$ cat src/rtl/xcvr_pkg.sv
package xcvr_pkg;

  typedef enum logic [1:0] {
    SIDE_NONE = 2'd0,
    SIDE_A    = 2'd1,
    SIDE_B    = 2'd2
  } drive_side_e;

  function automatic drive_side_e decode_side(input logic oe_n, input logic dir);
    drive_side_e s;
    if (oe_n)     s = SIDE_NONE;
    else if (dir) s = SIDE_B;
    else          s = SIDE_A;
    return s;
  endfunction

endpackage

$ cat src/rtl/xcvr_strobe_sync.sv
module xcvr_strobe_sync #(
  parameter int STAGES = 2
) (
  input  logic clk,
  input  logic rst_n,
  input  logic strobe,
  output logic fire
);
  localparam int DEPTH = STAGES + 1;

  logic [DEPTH-1:0] shift_q;
  logic [DEPTH-1:0] shift_d;

  always_comb begin
    shift_d = {shift_q[DEPTH-2:0], strobe};
  end

  always_ff @(posedge clk or negedge rst_n) begin
    if (!rst_n) shift_q <= '0;
    else        shift_q <= shift_d;
  end

  assign fire = shift_q[STAGES-1] & ~shift_q[STAGES];
endmodule

$ cat src/rtl/xcvr_store_reg.sv
module xcvr_store_reg #(
  parameter int W = 8
) (
  input  logic         clk,
  input  logic         rst_n,
  input  logic         load,
  input  logic [W-1:0] din,
  output logic [W-1:0] q
);
  logic [W-1:0] q_r;
  logic [W-1:0] q_d;

  always_comb begin
    q_d = q_r;
    if (load) q_d = din;
  end

  always_ff @(posedge clk or negedge rst_n) begin
    if (!rst_n) q_r <= '0;
    else        q_r <= q_d;
  end

  assign q = q_r;
endmodule

$ cat src/rtl/xcvr_out_stage.sv
module xcvr_out_stage
  import xcvr_pkg::*;
#(
  parameter int W = 8
) (
  input  logic         clk,
  input  logic         rst_n,
  input  logic         oe_n,
  input  logic         dir,
  input  logic         sel_ab,
  input  logic         sel_ba,
  input  logic [W-1:0] a_live,
  input  logic [W-1:0] b_live,
  input  logic [W-1:0] store_ab,
  input  logic [W-1:0] store_ba,
  output logic [W-1:0] a_out,
  output logic [W-1:0] a_oe,
  output logic [W-1:0] b_out,
  output logic [W-1:0] b_oe
);
  drive_side_e  side;
  logic         a_en_d, b_en_d;
  logic [W-1:0] a_dat_d, b_dat_d;
  logic [W-1:0] a_dat_q, b_dat_q, a_oe_q, b_oe_q;

  always_comb begin
    side    = decode_side(oe_n, dir);
    a_en_d  = (side == SIDE_A);
    b_en_d  = (side == SIDE_B);
    a_dat_d = sel_ba ? store_ba : b_live;
    b_dat_d = sel_ab ? store_ab : a_live;
  end

  for (genvar i = 0; i < W; i++) begin : g_lane
    always_ff @(posedge clk or negedge rst_n) begin
      if (!rst_n) begin
        a_dat_q[i] <= 1'b0;
        b_dat_q[i] <= 1'b0;
        a_oe_q[i]  <= 1'b0;
        b_oe_q[i]  <= 1'b0;
      end else begin
        a_dat_q[i] <= a_dat_d[i];
        b_dat_q[i] <= b_dat_d[i];
        a_oe_q[i]  <= a_en_d;
        b_oe_q[i]  <= b_en_d;
      end
    end
  end

  assign a_out = a_dat_q;
  assign b_out = b_dat_q;
  assign a_oe  = a_oe_q;
  assign b_oe  = b_oe_q;
endmodule

$ cat src/rtl/xcvr_reg_bidir.sv
module xcvr_reg_bidir #(
  parameter int W           = 8,
  parameter int SYNC_STAGES = 2
) (
  input  logic         clk,
  input  logic         rst_n,
  input  logic         oe_n,
  input  logic         dir,
  input  logic         sel_ab,
  input  logic         sel_ba,
  input  logic         cap_ab,
  input  logic         cap_ba,
  input  logic [W-1:0] a_in,
  output logic [W-1:0] a_out,
  output logic [W-1:0] a_oe,
  input  logic [W-1:0] b_in,
  output logic [W-1:0] b_out,
  output logic [W-1:0] b_oe
);
  logic         cap_ab_fire, cap_ba_fire;
  logic [W-1:0] store_ab_q, store_ba_q;

  xcvr_strobe_sync #(.STAGES(SYNC_STAGES)) u_sync_ab (
    .clk(clk), .rst_n(rst_n), .strobe(cap_ab), .fire(cap_ab_fire));

  xcvr_strobe_sync #(.STAGES(SYNC_STAGES)) u_sync_ba (
    .clk(clk), .rst_n(rst_n), .strobe(cap_ba), .fire(cap_ba_fire));

  xcvr_store_reg #(.W(W)) u_store_ab (
    .clk(clk), .rst_n(rst_n), .load(cap_ab_fire), .din(a_in), .q(store_ab_q));

  xcvr_store_reg #(.W(W)) u_store_ba (
    .clk(clk), .rst_n(rst_n), .load(cap_ba_fire), .din(b_in), .q(store_ba_q));

  xcvr_out_stage #(.W(W)) u_out (
    .clk(clk), .rst_n(rst_n), .oe_n(oe_n), .dir(dir),
    .sel_ab(sel_ab), .sel_ba(sel_ba),
    .a_live(a_in), .b_live(b_in),
    .store_ab(store_ab_q), .store_ba(store_ba_q),
    .a_out(a_out), .a_oe(a_oe), .b_out(b_out), .b_oe(b_oe));
endmodule

$ cat config.mk
export PLATFORM = sky130hd
export DESIGN_NAME = xcvr_reg_bidir
export DESIGN_NICKNAME = d
export VERILOG_FILES = /design/src/rtl/xcvr_pkg.sv /design/src/rtl/xcvr_strobe_sync.sv /design/src/rtl/xcvr_store_reg.sv /design/src/rtl/xcvr_out_stage.sv /design/src/rtl/xcvr_reg_bidir.sv
export SDC_FILE = /design/constraint.sdc
export NUM_CORES = 1
export LEC_CHECK = 0
export BUFFER_PORTS_ARGS = -buffer_cell sky130_fd_sc_hd__clkbuf_2
export CELL_PAD_IN_SITES_DETAIL_PLACEMENT = 1
export CELL_PAD_IN_SITES_GLOBAL_PLACEMENT = 2
export CORE_MARGIN = 2
export CORE_UTILIZATION = 28
export CTS_CLUSTER_DIAMETER = 100
export DETAILED_ROUTE_END_ITERATION = 16
export PLACE_DENSITY = 0.71
export SKIP_LAST_GASP = 1
export SLEW_MARGIN = 25
export SYNTH_ARGS = -nofsm -noshare
export SYNTH_HDL_FRONTEND = slang
export SYNTH_HIERARCHICAL = 1
export SYNTH_SLANG_ARGS = --single-unit
$ cat constraint.sdc
create_clock -name clk -period 2.65 [get_ports clk]
set_input_delay 0.53 -clock clk [delete_from_list [all_inputs] [get_ports clk]]
set_output_delay 0.53 -clock clk [all_outputs]
set_load 0.1 [all_outputs]
==> metrics.csv <==
metric,value,unit
status,finished clean,
final hold slack,0.352,ns
FF-to-FF path depth,2,
area grow syn2layout,18.5,%
Mapped Area,1670,um^2
first-pass GRT wire length,4490,um
Yosys cell types,7,
mux share of post-synthesis cell area,0.288,
I/O Pins,56,
Slew Limit Fails,0,
routability cong.,0.645,
Yosys warnings,6,
Yosys reg bits,40,
CTS resizes,0,
critical path required time,2.12,ns
"CP delay by family, top",buffers and inverters,
Max stage delay on crit path,0.49,ns
initial antenna violation count,0,
Worst setup endpoint,a_oe[6],
worst path bufs/invs,1,
Peak Freq,574,MHz
Vias,859,
PD cells,833,nW/um^2
Final TNS setup,0,ns
Nets,162,
sequential-to-total area share from yosys stat,0.600,
fin crit period,1.74,ns
final hold vios,0,
Die Ht,81.2,um
vias in the first global route,986,
largest net degree at the start of global routing,41,
cell breakdown of the critical path,clkbuf_2,
pre-CTS setup slack,1.19,ns
worst slew pin tran,0.881,ns
critical path class,reg -> out,
Port Buf Inserts,55,
register-to-register setup slack,1.48,ns
die width,81.2,um
H-Tree Depth,2,
Worst path depth,1,
Detail Route Antenna Nets,0,
initial core utilization,0.285,
Syn Area/Cell,17.8,um^2
TritonCTS clock tree,built,
setup ws final,0.907,ns
CORE AREA,5850,um^2
adder-cell area share of the yosys netlist,0,
post-route clock period utilization,0.658,
DRT Pass-1 Iters,2,
DRC errors left,0,
Syn Inst Count,94,
setup bufs post-CTS,0,
Max Clock Skew,0.00412,ns
CTS buffer count,5,
Post-Syn Nets,118,
Tot Pwr,1.65,mW
layout cells sized above 1,0.683,
final setup violation count,0,
largest family of logic cells by synthesized area,multiplexers,
DR iter-0 viols,16,
Post-Route WL,2820,um
GRT Util Overall,0.0907,
R2R Path Start,u_sync_ab/shift_q[2],
post-DR wirelength/cell,13.2,um
clk_lat worst skew,0.28,ns
worst hold-check path type,in -> reg,
Critical Path Source Type,flip-flop,
ANT cells,0,
Worst Path Arrival,1.21,ns
Leakage Power,1.02,nW
Synth Area in Simple Gates,0.0225,
Worst VDD drop,0.000274,V
reg2reg end,u_store_ab/q[5],
GRT overflow,0,
Worst-path clk slew,0.07,ns
post-cts hold buffer count,0,
Post-Synth XOR/XNOR Area,0,
CTS sink cnt,40,
slew margin rel.,0.413,
CTS root buffer,clkbuf_8,
RSZ-0062 raised after global routing,no,
CP startpoint,u_out/a_oe[5],
endpoint type of the worst setup path,primary output,
Critical Path Slowest Stage Cell,clkbuf_2,
Max Cap Viol,0,
clock buffer depth,2,
num rows,28,
largest fanout on the critical path,8,
compound-gate portion of the synthesized area,0,
Die Area,6590,um^2
DR vias/cell,4.01,
state kept, by name (all words and copies together) (netlist names):
name / count
u_out/a_oe: 1
u_out/a_out: 8
u_out/b_oe: 1
u_out/b_out: 8
u_store_ab/q: 8
u_store_ba/q: 8
u_sync_ab/shift_q: 3
u_sync_ba/shift_q: 3
cell type report:
type / instances / area [um^2]
clock buffers: 8 / 90.1
fillers: 626 / 3870
multi-input cells: 36 / 518
flip-flops and latches: 40 / 1000
well taps: 75 / 93.8
repair buffers: 55 / 275
cell families (layout without fill, tap and decap cells):
logic type,Yosys count,in the layout
simple gates,4,4
mux,32,32
flops,40,40
buf+inv,18,63
per-layer routing:
layer	routed length [um]	up-vias	GRT usage
met3	256	3	0.0322
met1	1220	424	0.102
met5	0	-	0
met2	1320	49	0.162
met4	21	0	0.0254
li1	-	383	-
cells in the final DEF (no fill, tap or decap):
cell type	instances
clkbuf_1	2
buf_2	1
clkbuf_8	6
nor2b_1	1
nor2_1	1
dfrtp_1	40
clkbuf_2	54
nor2b_4	2
mux2_4	32
metrics by stage:
step                      cells  cell area [um^2]  utilization
after floorplan              94              1670            -
after global placement      206              1890        0.323
after detailed placement    206              1890        0.323
after CTS                   214              1980        0.338
after global routing        214              1980        0.338
final                       214              1980        0.338
worst min path at each step:
| stage | start | endpoint | slack [ns] | cells after the start |
|---|---|---|---|---|
| 5_1_grt | cap_ab | u_sync_ab/shift_q[0] | 0.34 | 1 |
| 3_3_place_gp | u_sync_ba/shift_q[0] | u_sync_ba/shift_q[1] | 0.33 | 0 |
| 3_5_place_dp | u_sync_ab/shift_q[0] | u_sync_ab/shift_q[1] | 0.34 | 0 |
| 6_report | cap_ba | u_sync_ba/shift_q[0] | 0.35 | 1 |
| 4_1_cts | cap_ba | u_sync_ba/shift_q[0] | 0.34 | 1 |
| 2_1_floorplan | rst_n | u_out/a_oe[5] | 0.23 | 0 |
Yosys cell counts (all sizes together):
cell    n  area share
mux2   32        0.29
nor2b   3       0.020
dfrtp  40        0.60
nor2    1      0.0022
buf    18       0.090
power by group:
group,switching (mW),internal (mW)
Sequential,0.0360,0.682
Clock,0.191,0.212
Combinational,0.391,0.135
Total,0.618,1.03
Power figures use the tool's default switching activity.
